File: src/rtl/fcmd_pkg.sv
package fcmd_pkg;

    localparam int MATCH_W = 11;
    localparam logic [MATCH_W-1:0] ADR_FIRST  = 11'h555;
    localparam logic [MATCH_W-1:0] ADR_SECOND = 11'h2AA;

    localparam logic [7:0] C_KEY1     = 8'hAA;
    localparam logic [7:0] C_KEY2     = 8'h55;
    localparam logic [7:0] C_BYP_IN   = 8'h20;
    localparam logic [7:0] C_PROG     = 8'hA0;
    localparam logic [7:0] C_WBUF     = 8'h25;
    localparam logic [7:0] C_ABORT    = 8'hF0;
    localparam logic [7:0] C_BYP_OUT1 = 8'h90;
    localparam logic [7:0] C_BYP_OUT2 = 8'h00;

    typedef enum logic [3:0] {
        ST_IDLE,
        ST_KEY1,
        ST_KEY2,
        ST_PROG,
        ST_BIDLE,
        ST_BPROG,
        ST_BOUT,
        ST_BKEY1,
        ST_BKEY2
    } seq_state_e;

    typedef struct packed {
        logic prog;
        logic wbuf;
        logic abort;
    } cmd_stb_t;

    typedef struct packed {
        logic prog;
        logic wbuf;
        logic abort;
        logic mchg;
    } out_stb_t;

    function automatic logic code_is(input logic [7:0] d, input logic [7:0] c);
        return d == c;
    endfunction

endpackage

File: src/rtl/fcmd_addr_match.sv
module fcmd_addr_match
    import fcmd_pkg::*;
#(
    parameter int AW = 23
) (
    input  logic [AW-1:0] addr,
    output logic          hit_a,
    output logic          hit_b
);
    logic [MATCH_W-1:0] low_bits;

    generate
        if (AW >= MATCH_W) begin : g_slice
            assign low_bits = addr[MATCH_W-1:0];
        end else begin : g_pad
            assign low_bits = {{(MATCH_W-AW){1'b0}}, addr};
        end
    endgenerate

    assign hit_a = (low_bits == ADR_FIRST);
    assign hit_b = (low_bits == ADR_SECOND);
endmodule

File: src/rtl/fcmd_accel_ctl.sv
module fcmd_accel_ctl (
    input  logic clk,
    input  logic rst,
    input  logic accel_hv,
    input  logic embed_busy,
    input  logic byp_q,
    output logic acc_enter,
    output logic acc_exit,
    output logic acc_lock
);
    logic forced_q;

    assign acc_enter = accel_hv && !byp_q;
    assign acc_exit  = forced_q && byp_q && !accel_hv && !embed_busy;
    assign acc_lock  = accel_hv;

    always_ff @(posedge clk) begin
        if (rst) begin
            forced_q <= 1'b0;
        end else if (accel_hv) begin
            forced_q <= 1'b1;
        end else if (!byp_q || !embed_busy) begin
            forced_q <= 1'b0;
        end
    end
endmodule

File: src/rtl/fcmd_seq_fsm.sv
module fcmd_seq_fsm
    import fcmd_pkg::*;
#(
    parameter int DW = 16
) (
    input  logic          clk,
    input  logic          rst,
    input  logic          wr_en,
    input  logic [DW-1:0] wr_data,
    input  logic          hit_a,
    input  logic          hit_b,
    input  logic          acc_enter,
    input  logic          acc_exit,
    input  logic          acc_lock,
    output logic          byp_q,
    output logic          byp_d,
    output cmd_stb_t      stb_d
);
    seq_state_e st_q, st_d;
    logic [7:0] code;

    assign code = wr_data[7:0];

    always_comb begin
        st_d  = st_q;
        byp_d = byp_q;
        stb_d = '0;
        if (wr_en) begin
            case (st_q)
                ST_IDLE: begin
                    if (code_is(code, C_KEY1) && hit_a) st_d = ST_KEY1;
                end
                ST_KEY1: begin
                    st_d = (code_is(code, C_KEY2) && hit_b) ? ST_KEY2 : ST_IDLE;
                end
                ST_KEY2: begin
                    st_d = ST_IDLE;
                    if (code_is(code, C_PROG) && hit_a) begin
                        st_d = ST_PROG;
                    end else if (code_is(code, C_BYP_IN) && hit_a) begin
                        byp_d = 1'b1;
                        st_d  = ST_BIDLE;
                    end else if (code_is(code, C_WBUF)) begin
                        stb_d.wbuf = 1'b1;
                    end else if (code_is(code, C_ABORT)) begin
                        stb_d.abort = 1'b1;
                    end
                end
                ST_PROG: begin
                    stb_d.prog = 1'b1;
                    st_d       = ST_IDLE;
                end
                ST_BIDLE: begin
                    if (code_is(code, C_PROG)) begin
                        st_d = ST_BPROG;
                    end else if (code_is(code, C_WBUF)) begin
                        stb_d.wbuf = 1'b1;
                    end else if (code_is(code, C_BYP_OUT1)) begin
                        st_d = ST_BOUT;
                    end else if (code_is(code, C_KEY1) && hit_a) begin
                        st_d = ST_BKEY1;
                    end
                end
                ST_BPROG: begin
                    stb_d.prog = 1'b1;
                    st_d       = ST_BIDLE;
                end
                ST_BOUT: begin
                    st_d = ST_BIDLE;
                    if (code_is(code, C_BYP_OUT2) && !acc_lock) begin
                        byp_d = 1'b0;
                        st_d  = ST_IDLE;
                    end
                end
                ST_BKEY1: begin
                    st_d = (code_is(code, C_KEY2) && hit_b) ? ST_BKEY2 : ST_BIDLE;
                end
                ST_BKEY2: begin
                    st_d = ST_BIDLE;
                    if (code_is(code, C_ABORT)) stb_d.abort = 1'b1;
                end
                default: begin
                    st_d = byp_q ? ST_BIDLE : ST_IDLE;
                end
            endcase
        end
        if (acc_enter) begin
            byp_d = 1'b1;
            st_d  = ST_BIDLE;
        end else if (acc_exit) begin
            byp_d = 1'b0;
            st_d  = ST_IDLE;
        end
    end

    always_ff @(posedge clk) begin
        if (rst) begin
            st_q  <= ST_IDLE;
            byp_q <= 1'b0;
        end else begin
            st_q  <= st_d;
            byp_q <= byp_d;
        end
    end
endmodule

File: src/rtl/fcmd_decoder.sv
module fcmd_decoder
    import fcmd_pkg::*;
#(
    parameter int AW = 23,
    parameter int DW = 16
) (
    input  logic          clk,
    input  logic          rst,
    input  logic          wr_en,
    input  logic [AW-1:0] wr_addr,
    input  logic [DW-1:0] wr_data,
    input  logic          accel_hv,
    input  logic          embed_busy,
    output logic          prog_stb,
    output logic [AW-1:0] prog_addr,
    output logic [DW-1:0] prog_data,
    output logic          wbuf_stb,
    output logic [AW-1:0] wbuf_addr,
    output logic          abort_stb,
    output logic          mode_chg_stb,
    output logic          bypass_mode
);
    logic     hit_a, hit_b;
    logic     acc_enter, acc_exit, acc_lock;
    logic     byp_q, byp_d;
    cmd_stb_t stb_d;
    out_stb_t out_q;

    fcmd_addr_match #(.AW(AW)) u_match (
        .addr  (wr_addr),
        .hit_a (hit_a),
        .hit_b (hit_b)
    );

    fcmd_accel_ctl u_accel (
        .clk        (clk),
        .rst        (rst),
        .accel_hv   (accel_hv),
        .embed_busy (embed_busy),
        .byp_q      (byp_q),
        .acc_enter  (acc_enter),
        .acc_exit   (acc_exit),
        .acc_lock   (acc_lock)
    );

    fcmd_seq_fsm #(.DW(DW)) u_fsm (
        .clk       (clk),
        .rst       (rst),
        .wr_en     (wr_en),
        .wr_data   (wr_data),
        .hit_a     (hit_a),
        .hit_b     (hit_b),
        .acc_enter (acc_enter),
        .acc_exit  (acc_exit),
        .acc_lock  (acc_lock),
        .byp_q     (byp_q),
        .byp_d     (byp_d),
        .stb_d     (stb_d)
    );

    always_ff @(posedge clk) begin
        if (rst) begin
            out_q     <= '0;
            prog_addr <= '0;
            prog_data <= '0;
            wbuf_addr <= '0;
        end else begin
            out_q.prog  <= stb_d.prog;
            out_q.wbuf  <= stb_d.wbuf;
            out_q.abort <= stb_d.abort;
            out_q.mchg  <= (byp_d != byp_q);
            if (stb_d.prog) begin
                prog_addr <= wr_addr;
                prog_data <= wr_data;
            end
            if (stb_d.wbuf) wbuf_addr <= wr_addr;
        end
    end

    assign prog_stb     = out_q.prog;
    assign wbuf_stb     = out_q.wbuf;
    assign abort_stb    = out_q.abort;
    assign mode_chg_stb = out_q.mchg;
    assign bypass_mode  = byp_q;
endmodule

File: config.mk
export PLATFORM = sky130hd
export DESIGN_NAME = fcmd_decoder
export DESIGN_NICKNAME = d
export VERILOG_FILES = /design/src/rtl/fcmd_pkg.sv /design/src/rtl/fcmd_addr_match.sv /design/src/rtl/fcmd_accel_ctl.sv /design/src/rtl/fcmd_seq_fsm.sv /design/src/rtl/fcmd_decoder.sv
export SDC_FILE = /design/constraint.sdc
export NUM_CORES = 1
export LEC_CHECK = 0
export ABC_AREA = 0
export BUFFER_PORTS_ARGS = -buffer_cell sky130_fd_sc_hd__buf_2
export CORE_MARGIN = 4
export CORE_UTILIZATION = 45
export DETAILED_ROUTE_END_ITERATION = 8
export GPL_TIMING_DRIVEN = 0
export PLACE_DENSITY_LB_ADDON = 0.3
export RECOVER_POWER = 25
export SLEW_MARGIN = 10
export SYNTH_ARGS = -nofsm -noshare
export SYNTH_HDL_FRONTEND = slang
export SYNTH_HIERARCHICAL = 1
export SYNTH_SLANG_ARGS = --single-unit
File: constraint.sdc
create_clock -name clk -period 2.4 [get_ports clk]
set_clock_uncertainty 0.15 [all_clocks]
set_input_delay 0.24 -clock clk [delete_from_list [all_inputs] [get_ports clk]]
set_output_delay 0.24 -clock clk [all_outputs]
set_load 0.02 [all_outputs]
# Yosys cells after proc, flatten, opt, wreduce, memory -nomap -nowiden

Cells that the tools add are included.
W data, S select, Z words.

Equal/unequal tests: 24
Multiplexer cells: 34
Bitwise operators: 1
Reductions and logical operators: 23

Operators by type and width:

| operator               | count |
|---|---|
| $eq A8 B8 Y1 const B   | 4 |
| $pmux W4 S8            | 1 |
| $mux W4                | 7 |
| $mux W3                | 7 |
| $eq A4 B3 Y1 const B   | 4 |
| $eq A8 B6 Y1 const B   | 2 |
| $mux W1                | 13 |
| $eq A11 B10 Y1 const B | 1 |
| $eq A11 B11 Y1 const B | 1 |
| $logic_and A1 B1 Y1    | 9 |
| $eq A4 B2 Y1 const B   | 2 |
| $eq A8 B7 Y1 const B   | 1 |
| $logic_not A8 Y1       | 1 |
| $reduce_and A4 Y1      | 2 |
| $mux W2                | 3 |
| $ne A6 B3 Y1 const B   | 1 |
| $pmux W1 S2            | 3 |
| $reduce_or A2 Y1       | 3 |
| $ne A5 B5 Y1 const B   | 1 |
| $eq A4 B1 Y1 const B   | 1 |
| $eq A4 B4 Y1 const B   | 1 |
| $logic_not A4 Y1       | 1 |
| $ne A4 B1 Y1 const B   | 1 |
| $ne A4 B3 Y1 const B   | 1 |
| 9 further kinds        | 11 |

Input port bits: 44
Output and inout bits: 67
Register bits: 72
Word-level logic and storage cells: 93

# Depth between registers and ports, before layout

Gate-level depths: netlist (run 1).

Word-level depth: 10
Gate-level depth with buffers: 9
Mapped depth without buffers: 9

# By module

Netlist (run 1), hierarchy kept.

Modules (own cells, without submodules):

| module          | sequential area each (um^2) | area each (um^2) | times used | cells each |
|---|---|---|---|---|
| fcmd_decoder    | 1,321.3                     | 2,381.0          | 1          | 210 |
| fcmd_seq_fsm    | 100.1                       | 619.3            | 1          | 81 |
| fcmd_addr_match | 0.0                         | 67.6             | 1          | 8 |
| fcmd_accel_ctl  | 20.0                        | 60.1             | 1          | 7 |

# Least setup slack after synthesis (run 1)

No wires, ideal clock.

Kind: in2reg
Start point: in wr_addr[1]
End point: reg out_q, in the netlist mode_chg_stb
Data required time: 2.134 ns
Buffers on the path: 0
Arrival: 2.070 ns
Library setup time: 0.116 ns
Path slack: 0.064 ns
Stages: 9
Path through: or4b_1 > nor4_2 > nor2b_1 > and4_1 > a21oi_1 > a311oi_2 > or2_1 > xnor2_1 > nor2_1

Word-level cells in the longest chain between the ends: 9
Elaborated cells on any way between the ends: 10
Classes of those cells: eq/ne (2); mux (6); reduce/logical (2)

RTL lines:

| element             | RTL line              | text |
|---|---|---|
| start: declaration  | fcmd_decoder.sv:10    | `input logic [AW-1:0] wr_addr,` |
| $eq A11 B11 Y1 *    | fcmd_addr_match.sv:20 | `assign hit_a = (low_bits == ADR_FIRST);` |
| named net hit_a     | fcmd_decoder.sv:23    | `logic hit_a, hit_b;` |
| $logic_and A1 B1 Y1 | fcmd_seq_fsm.sv:40    | `end else if (code_is(code, C_BYP_IN) && hit_a) begin` |
| $mux W1             | fcmd_seq_fsm.sv:40    |  |
| $mux W1 *           | fcmd_seq_fsm.sv:38    | `if (code_is(code, C_PROG) && hit_a) begin` |
| $pmux W1 S2 *       | fcmd_seq_fsm.sv:29    | `case (st_q)` |
| $mux W1 *           | fcmd_seq_fsm.sv:28    | `if (wr_en) begin` |
| $mux W1 *           | fcmd_seq_fsm.sv:90    | `end else if (acc_exit) begin` |
| $mux W1 *           | fcmd_seq_fsm.sv:87    | `if (acc_enter) begin` |
| named net byp_d     | fcmd_decoder.sv:25    | `logic byp_q, byp_d;` |
| $ne A1 B1 Y1 *      | fcmd_decoder.sv:71    | `out_q.mchg <= (byp_d != byp_q);` |
| end: declaration    | fcmd_decoder.sv:27    | `out_stb_t out_q;` |

Mark *: on every way through the listed nets, which the timed path passes. The rest lies on a longest branch.
A chain may end at the register's enable or synchronous reset.

# Worst setup path in the final report (run 1)

Ends and elaborated chain as after synthesis.

==> metrics, run 1 <==
Cells after DPL=495; final setup margin=0.176 ns; syn nets=350; 1st-pass router iterations=4; Critical Path Stages=10; Multi-input gate area=0.00146 mm^2; fraction of registers with async set or reset after synthesis=0; initial antenna violation count=0; Layout Cells excl Fill=522; Core Footprint=0.00676 mm^2; routed length per instance=15.1 um; CP delay by family, top=simple AND/OR/NAND/NOR gates; total die area=0.00835 mm^2; core occupancy in the finished layout=0.599; via/cell ratio=5.14; post-synthesis cell area=0.00313 mm^2; maximum fanout along the worst path=4; total CTS buffers=9; final wirelength=7.90 mm; Main synth FF type=dfxtp_1; CP Buf/Inv Count=1; first-pass GRT wire length=13.1 mm; Die Width=91.4 um; Starting Density=0.463; Comb pwr share=0.080; register area share after synthesis=0.461; flops & latches, synth=72; RSZ-0062 raised after global routing=false; final worst-path cycle share=0.927; # fillers=619; register area=0.00144 mm^2; fmax=0.450 GHz; outcome=finished clean; clock latency on the worst-skew pair=0.33 ns; Yosys cell types=49; final hold vios=0; Least-Margin Pin Slew=0.531 ns; post-route ant nets=0; internal power=1.79 mW; worst r2r path cells=8; # diodes=0; clk sinks=72; Post-Syn Instances=306; max cap viols=0; clk root buf=clkbuf_8; Worst setup EP type=flop; PwrDens=574 mW/mm^2; Worst Path Required=2.47 ns; P_sw=0.535 mW; Top-Level Pins=111; Tot GR Track Use=0.193; Max H-tree Level=3; vias in the first global route=2677; Post-synth EDFFs=0; switching power share of the total=0.231; Clock Pin Slew Worst Setup and Hold Paths=0.07 ns; Leak=1.60 nW; sum of negative setup slack=0 ns; Max Slew Vio Count=0; Net count, final=482; critical path's slowest cell=or4b_1; syn_area_per_cell=10.2 um^2; max incr delay on CP=0.57 ns; post-CTS setup repair buffer count=0; final setup vio count=0; TritonCTS clock tree=built; worst path cell trace=buf_2 -> or4b_1 -> nor4_4 -> nor2b_1 -> and4_1 -> a21oi_1 -> a311oi_2 -> or2_1 -> xnor2_1 -> nor2_1; startpoint types=input pin; chip height=91.4 um; worst-case clock buffer depth=2; CP Data Arrival Time=2.29 ns; largest net degree at the start of global routing=12; via count=2682; hold path cells=3; Tmin final=2.22 ns; row count=30; Port Buffer Count=109; gpl congestion=0.826; WHS=0.0139 ns; DP Worst Slack=-0.361 ns; yosys warns=6; DRC violations left=0; 1st-iter DRT viols=88; total congestion overflow=0; share of layout cells above drive strength 1=0.269; area delta synth->final=29.4%; path type of the worst setup path=input pin to flop; slew margin rel.=0.641; dpl hpwl=5.61 mm; Seq pwr share=0.520; worst min path class=input pin to flop; VDD IR max=0.384 mV; Clock power frac=0.401
## stage by stage
stage | power, mW | area, um^2
floorplan | 1.32 | 3130
global placement | 1.40 | 3770
detailed placement | 1.40 | 3770
CTS | 2.35 | 4090
global route | 2.42 | 4050
finish | 2.32 | 4050
## placed cells by master (no fill, tap or decap), types with 4 or more instances in the layout
cell type	count
a21oi_1	4
buf_12	6
buf_2	81
buf_6	4
clkbuf_1	38
clkbuf_8	10
dfxtp_1	72
dlygate4sd3_1	12
mux2i_1	63
nand2_1	10
nor2_1	70
nor2b_1	5
nor3_1	5
o21ai_0	4
## layout make-up
cell class                      count  area share
Buffer                             21      0.0556
Clock buffer                       12      0.0359
Clock inverter                      3      0.0105
Inverter                            3     0.00278
Multi-Input combinational cell    210       0.360
Sequential cell                    72       0.356
Tap cell                           80      0.0247
Timing Repair Buffer              121       0.154
## power by group through the flow
stage / clock network, mW / registers [mW] / logic (mW)
after floorplan: 0 / 1.24 / 0.0814
after global placement: 0 / 1.23 / 0.167
final: 0.930 / 1.21 / 0.185
after global routing: 1.02 / 1.21 / 0.202
after detailed placement: 0 / 1.23 / 0.169
after CTS: 0.961 / 1.21 / 0.185
## logic make-up after synthesis
logic type             after synthesis  synth area share
AO/OA/AOI/OAI                       22            0.0512
XOR/XNOR                             2           0.00560
buffers and inverters               24            0.0756
flip-flops                          72             0.461
multiplexers                        63             0.202
AND/OR/NAND/NOR                    123             0.205
## cells in the mapped netlist, drive strengths merged, types with 3 or more instances
cell type	number	area, um^2
dfxtp	72	1440
inv	3	11.3
nor3	6	35.0
buf	19	218
a31o	3	26.3
mux2i	63	631
nand4	3	18.8
a21oi	4	20.0
nand2	10	37.5
nor2	70	263
nor4b	3	41.3
nor2b	5	31.3
o21ai	4	20.0
nor4	4	46.3
nand3	3	15.0
and2	3	21.3
## timing repair
action | 4_1_cts | 5_1_grt
hold buffers | 12 | 0
hold endpoints to repair | 12 | 0
pin swaps | 0 | 1
setup endpoints to repair | 1 | 1
resized for setup | 1 | 0
## registers in the layout, indices dropped and copies added (netlist names), 4 cells and up
register	count
prog_data	16
u_fsm/st_q	4
wbuf_addr	23
prog_addr	23
## metal layers
| metal | share of wire | up-vias | track usage |
|---|---|---|---|
| met5 | 0 | - | 0 |
| met4 | 0.0089 | 0 | 0.0465 |
| met2 | 0.47 | 101 | 0.317 |
| li1 | - | 1323 | - |
| met1 | 0.45 | 1249 | 0.241 |
| met3 | 0.074 | 9 | 0.0721 |
## tightest hold or removal path, delay by kind of cell
kind                   cells  cell delay [ns]
buffers and inverters      1             0.09
muxes                      1             0.06
and+or+nand+nor            1             0.07
## path summary, 6_finish.rpt
kind                                    start       endpoint  slack, ns
worst max-delay path               wr_addr[1]   mode_chg_stb       0.18
worst min register to register  prog_addr[10]  prog_addr[10]       0.34
worst min-delay path              wr_addr[14]  prog_addr[14]       0.01
worst max register to register  u_fsm/st_q[2]   mode_chg_stb       0.36
Power figures use the tool's default switching activity.
==> run 2, diff against run 1 <==
--- a/config.mk
+++ b/config.mk
@@ -5,10 +5,11 @@
 export SDC_FILE = /design/constraint.sdc
 export NUM_CORES = 1
 export LEC_CHECK = 0
-export ABC_AREA = 0
+export ABC_AREA = 1
 export BUFFER_PORTS_ARGS = -buffer_cell sky130_fd_sc_hd__buf_2
 export CORE_MARGIN = 4
-export CORE_UTILIZATION = 45
+export CORE_UTILIZATION = 46
+export CTS_CLUSTER_SIZE = 14
 export DETAILED_ROUTE_END_ITERATION = 8
 export GPL_TIMING_DRIVEN = 0
 export PLACE_DENSITY_LB_ADDON = 0.3
==> metrics, run 2 <==
outcome=finished clean; Tmin final=2.09 ns (-0.132 ns); core occupancy in the finished layout=0.586 (-0.0135); worst-case clock buffer depth=2 (unchanged); startpoint types=flop; path type of the worst setup path=flop to flop; flops & latches, synth=72 (unchanged); Die Width=94.7 um (+3.6%); row count=31 (+3.3%); sum of negative setup slack=0 ns (unchanged); Tot GR Track Use=0.194 (+0.000846); clk root buf=clkbuf_8; Post-synth EDFFs=0 (unchanged); DRC violations left=0 (unchanged); worst min path class=input pin to flop; clk sinks=72 (unchanged); Largest regs=prog_addr (23), wbuf_addr (23), prog_data (16); R2R Setup Slk=0.31 ns (-0.05 ns); Yosys cell types=25 (-49%); final setup vio count=0 (unchanged); initial antenna violation count=0 (unchanged); post-route ant nets=0 (unchanged); syn_area_per_cell=6.30 um^2 (-38%); dpl hpwl=6.76 mm (+21%); Starting Density=0.474 (+0.0111); via/cell ratio=4.48 (-13%); Port Buffer Count=110 (+0.92%); # diodes=0 (unchanged); vias in the first global route=3065 (+14%); final wirelength=8.74 mm (+11%); CP Data Arrival Time=2.17 ns (-0.12 ns); VDD IR max=0.376 mV (-2.2%); final worst-path cycle share=0.872 (-0.0552); Synth top area share=0.417 (-0.0439); Core Footprint=0.00729 mm^2 (+7.9%); Top-Level Pins=111 (unchanged); most frequent cells in the layout=nor2_1, nand2_1, buf_2; largest net degree at the start of global routing=13 (+1); 1st-pass router iterations=7 (+3); Net count, final=715 (+48%); Least-Margin Pin Slew=0.509 ns (-0.0218 ns); Worst setup EP type=flop; post-CTS setup repair buffer count=0 (unchanged); Leak=2.17 nW (+35%); total congestion overflow=0 (unchanged); final setup margin=0.308 ns (+0.132 ns); via count=3468 (+29%); syn nets=593 (+69%); register area share after synthesis=0.417 (-0.0439); slew margin rel.=0.660 (+0.0195); Final Instance Area=0.00427 mm^2 (+5.5%); clock latency on the worst-skew pair=0.33 ns (about the same); fraction of registers with async set or reset after synthesis=0 (unchanged); synth cell count leaders=nand2_1, nor2_1, dfxtp_1, inv_1, nand3_1; fmax=0.478 GHz (+6.3%); chip height=94.7 um (+3.6%); DP Worst Slack=0.162 ns (+0.523 ns); gpl congestion=0.882 (+6.8%); Worst Path Required=2.48 ns (about the same); area leader, netlist=dfxtp_1; share of layout cells above drive strength 1=0.201 (-0.0677); TritonCTS clock tree=built; first-pass GRT wire length=13.8 mm (+5.1%); final hold vios=0 (unchanged); routed length per instance=11.3 um (-25%); Max H-tree Level=3 (unchanged); post-synthesis cell area=0.00346 mm^2 (+11%); area delta synth->final=23.5%; max cap viols=0 (unchanged); largest cells by area after synthesis=dfxtp_1, nand2_1, nor2_1; maximum fanout along the worst path=10 (+6); PwrDens=577 mW/mm^2 (+0.56%); Cell Area, Placed=0.00413 mm^2 (+9.5%); Clock Pin Slew Worst Setup and Hold Paths=0.07 ns (about the same); Max Slew Vio Count=0 (unchanged); 1st-iter DRT viols=123 (+40%); total die area=0.00897 mm^2 (+7.4%); yosys warns=6 (unchanged); # fillers=791 (+28%); RSZ-0062 raised after global routing=false; Main synth FF type=dfxtp_1; total CTS buffers=9 (unchanged); Post-Syn Instances=549 (+79%)
[run 2: changes by cell type after synthesis, moves of 6 or more]
cell | previous run | this run
mux2i_1 | 63 | 0
inv_2 | 0 | 9
buf_12 | 6 | 0
nand2_2 | 0 | 7
nor2_1 | 70 | 161
nand3_1 | 3 | 17
nand2_1 | 10 | 161
inv_1 | 3 | 69
[run 2: through the flow]
| step | power (mW) | hold slack (ns) | cells |
|---|---|---|---|
| 2_1_floorplan | 1.54 | 0.159 | 549 |
| 3_3_place_gp | 1.65 | 0.303 | 758 |
| 3_5_place_dp | 1.66 | 0.310 | 758 |
| 4_1_cts | 2.50 | 0.0200 | 774 |
| 5_1_grt | 2.59 | 0.0484 | 774 |
| 6_report | 2.46 | 0.0402 | 774 |
[run 2: routing by layer]
| layer | global-route usage | share of wire |
|---|---|---|
| met1 | 0.246 | 0.45 |
| met4 | 0.0661 | 0.0089 |
| met5 | 0 | 0 |
| met3 | 0.0550 | 0.074 |
| met2 | 0.317 | 0.46 |
[run 2: cell families (layout without fill, tap and decap cells)]
logic type	after synthesis	in the layout	share of synthesized area
and+or+nand+nor	363	363	0.422
DFF	72	72	0.417
buffers and inverters	99	225	0.135
AOI/OAI and AO/OA	15	15	0.0261
[run 2: final cells by class]
cell class / count / area, um^2 / share of cell area
buffer: 21 / 173 / 0.0404
tap: 99 / 124 / 0.0290
inverter: 78 / 293 / 0.0686
clock inverter: 5 / 33.8 / 0.00791
multi-input combinational: 378 / 1550 / 0.363
timing repair buffer: 111 / 518 / 0.121
sequential: 72 / 1440 / 0.338
clock buffer: 10 / 138 / 0.0322
[run 2: repair_timing]
item                      CTS  global route
resized for setup           0             0
hold endpoints to repair    1             0
hold buffers                1             0
[run 2: worst max-delay path, cell delays in order, from the launching register on]
cell      delay (ns)
dfxtp_1         0.37
nor2_2          0.20
inv_2           0.06
nor2_2          0.13
nand2_1         0.09
a211oi_1        0.32
clkbuf_1        0.45
nand2_1         0.11
nand2_1         0.07
nor2_1          0.04
[run 2: path summary, 6_finish.rpt]
path	endpoint	start	cells after the start
worst max-delay path	wbuf_addr[19]	u_fsm/st_q[1]	9
worst max register to register	wbuf_addr[19]	u_fsm/st_q[1]	9
worst min-delay path	prog_data[13]	wr_data[13]	5
worst min register to register	wbuf_addr[14]	wbuf_addr[14]	2
[run 2: power breakdown]
| part | switching [mW] | internal, mW |
|---|---|---|
| clock | 0.439 | 0.395 |
| combinational | 0.242 | 0.142 |
| sequential | 0.0222 | 1.22 |
==> run 3, diff against run 2 <==
--- a/config.mk
+++ b/config.mk
@@ -6,9 +6,9 @@
 export NUM_CORES = 1
 export LEC_CHECK = 0
 export ABC_AREA = 1
-export BUFFER_PORTS_ARGS = -buffer_cell sky130_fd_sc_hd__buf_2
+export BUFFER_PORTS_ARGS = -buffer_cell sky130_fd_sc_hd__buf_4
 export CORE_MARGIN = 4
-export CORE_UTILIZATION = 46
+export CORE_UTILIZATION = 27
 export CTS_CLUSTER_SIZE = 14
 export DETAILED_ROUTE_END_ITERATION = 8
 export GPL_TIMING_DRIVEN = 0
==> metrics, run 3 (synthesis results as in run 2) <==
startpoint types=flop; final wirelength=9.90 mm (+13%); total CTS buffers=9 (unchanged); Tot GR Track Use=0.139 (-0.0555); Final Instance Area=0.00467 mm^2 (+9.3%); Max H-tree Level=3 (unchanged); maximum fanout along the worst path=10 (unchanged); vias in the first global route=3281 (+7.0%); PwrDens=622 mW/mm^2 (+7.8%); worst-case clock buffer depth=2 (unchanged); Net count, final=716 (+0.14%); final hold vios=0 (unchanged); Leak=2.25 nW (+3.9%); outcome=finished clean; DRC violations left=0 (unchanged); RR Endpoint=wbuf_addr[19]; share of layout cells above drive strength 1=0.199 (-0.00207); # diodes=0 (unchanged); VDD IR max=0.269 mV (-28%); R2R Setup Slk=0.30 ns (about the same); post-CTS sizing=0 (unchanged); min-delay src=accel_hv; Cell Area, Placed=0.00450 mm^2 (+8.9%); routed length per instance=11.7 um (+3.2%); most frequent cells in the layout=nor2_1, nand2_1, buf_4; fmax=0.476 GHz (-0.42%); chip height=121 um (+28%); final worst-path cycle share=0.875 (+0.00365); final setup vio count=0 (unchanged); Hold-fix buffers, CTS=2 (+1); 1st-iter DRT viols=202 (+64%); Top-Level Pins=111 (unchanged); RSZ-0062 raised after global routing=false; Critical R2R Launch=u_fsm/st_q[1]; via/cell ratio=4.05 (-9.5%); Max Slew Vio Count=0 (unchanged); slew margin rel.=0.615 (-0.0453); Die Width=121 um (+28%); gpl congestion=0.851 (-3.5%); total congestion overflow=0 (unchanged); dpl hpwl=7.73 mm (+14%); Worst Path Required=2.48 ns (about the same); Hold Path End=u_accel/forced_q; row count=41 (+32%); 1st-pass router iterations=4 (-3); Least-Margin Pin Slew=0.577 ns (+0.0679 ns); Tmin final=2.10 ns (+0.00876 ns); Worst setup EP type=flop; clock latency on the worst-skew pair=0.33 ns (about the same); sum of negative setup slack=0 ns (unchanged); post-route ant nets=0 (unchanged); Starting Density=0.275 (-0.199); clk sinks=72 (unchanged); Port Buffer Count=110 (unchanged); initial antenna violation count=0 (unchanged); CP Data Arrival Time=2.18 ns (about the same); post-CTS setup repair buffer count=0 (unchanged); total die area=0.0147 mm^2 (+64%); Clock Pin Slew Worst Setup and Hold Paths=0.06 ns (about the same); Core Footprint=0.0126 mm^2 (+72%); hold path cells=3 (-2); worst r2r path cells=9 (unchanged); clk root buf=clkbuf_16; via count=3441 (-0.78%); path type of the worst setup path=flop to flop; worst min path class=input pin to flop; max cap viols=0 (unchanged); largest net degree at the start of global routing=13 (unchanged); area delta synth->final=35.0%; Largest regs=prog_addr (23), wbuf_addr (23), prog_data (16); TritonCTS clock tree=built; first-pass GRT wire length=15.9 mm (+15%)
run 3: stage by stage:
step	hold WS (ns)	total power, mW	util	std cells	setup WS, ns
after floorplan	0.159	1.54	-	549	0.711
final	0.0196	2.90	0.371	849	0.299
after CTS	0.00808	2.96	0.381	849	0.257
after global placement	0.311	1.69	0.358	831	0.129
after detailed placement	0.312	1.70	0.358	831	0.123
after global routing	0.0195	3.06	0.371	849	0.0280
run 3: report_power, final:
part / leakage, nW / internal [mW] / total [mW] / switching (mW)
combinational: 1.54 / 0.168 / 0.416 / 0.248
sequential: 0.581 / 1.22 / 1.25 / 0.0229
clock: 0.133 / 0.730 / 1.24 / 0.511
total: 2.25 / 2.12 / 2.90 / 0.782
run 3: critical path: stages (launching register included):
cell	delay, ns
dfxtp_1	0.37
nor2_2	0.21
inv_2	0.06
nor2_2	0.13
nand2_1	0.09
a211oi_1	0.26
clkbuf_1	0.49
nand2_1	0.11
nand2_1	0.08
nor2_1	0.04
run 3: how the worst max path moves through the flow:
stage,endpoint,from,slack [ns]
finish,wbuf_addr[19],u_fsm/st_q[1],0.30
CTS,wbuf_addr[19],u_fsm/st_q[1],0.26
detailed placement,wbuf_addr[19],wr_data[7],0.12
floorplan,wbuf_addr[10],u_fsm/st_q[1],0.71
global placement,wbuf_addr[17],wr_data[7],0.13
global route,wbuf_addr[18],u_fsm/st_q[1],0.03
run 3: layout make-up:
cell class | instances | area (um^2)
plain buffers | 21 | 173
clock buffers | 12 | 246
clock inverters | 4 | 30.0
fillers | 1417 | 7900
inverters | 78 | 293
multi-input cells | 378 | 1550
flip-flops and latches | 72 | 1440
well taps | 172 | 215
repair buffers | 112 | 718
run 3: layer usage:
metal	part of all wire	GRT usage	vias to the layer above	routed length [um]
li1	-	-	1866	-
met1	0.49	0.181	1489	4810
met2	0.45	0.222	76	4500
met3	0.043	0.0303	10	430
met4	0.016	0.0595	0	159
met5	0	0	-	0
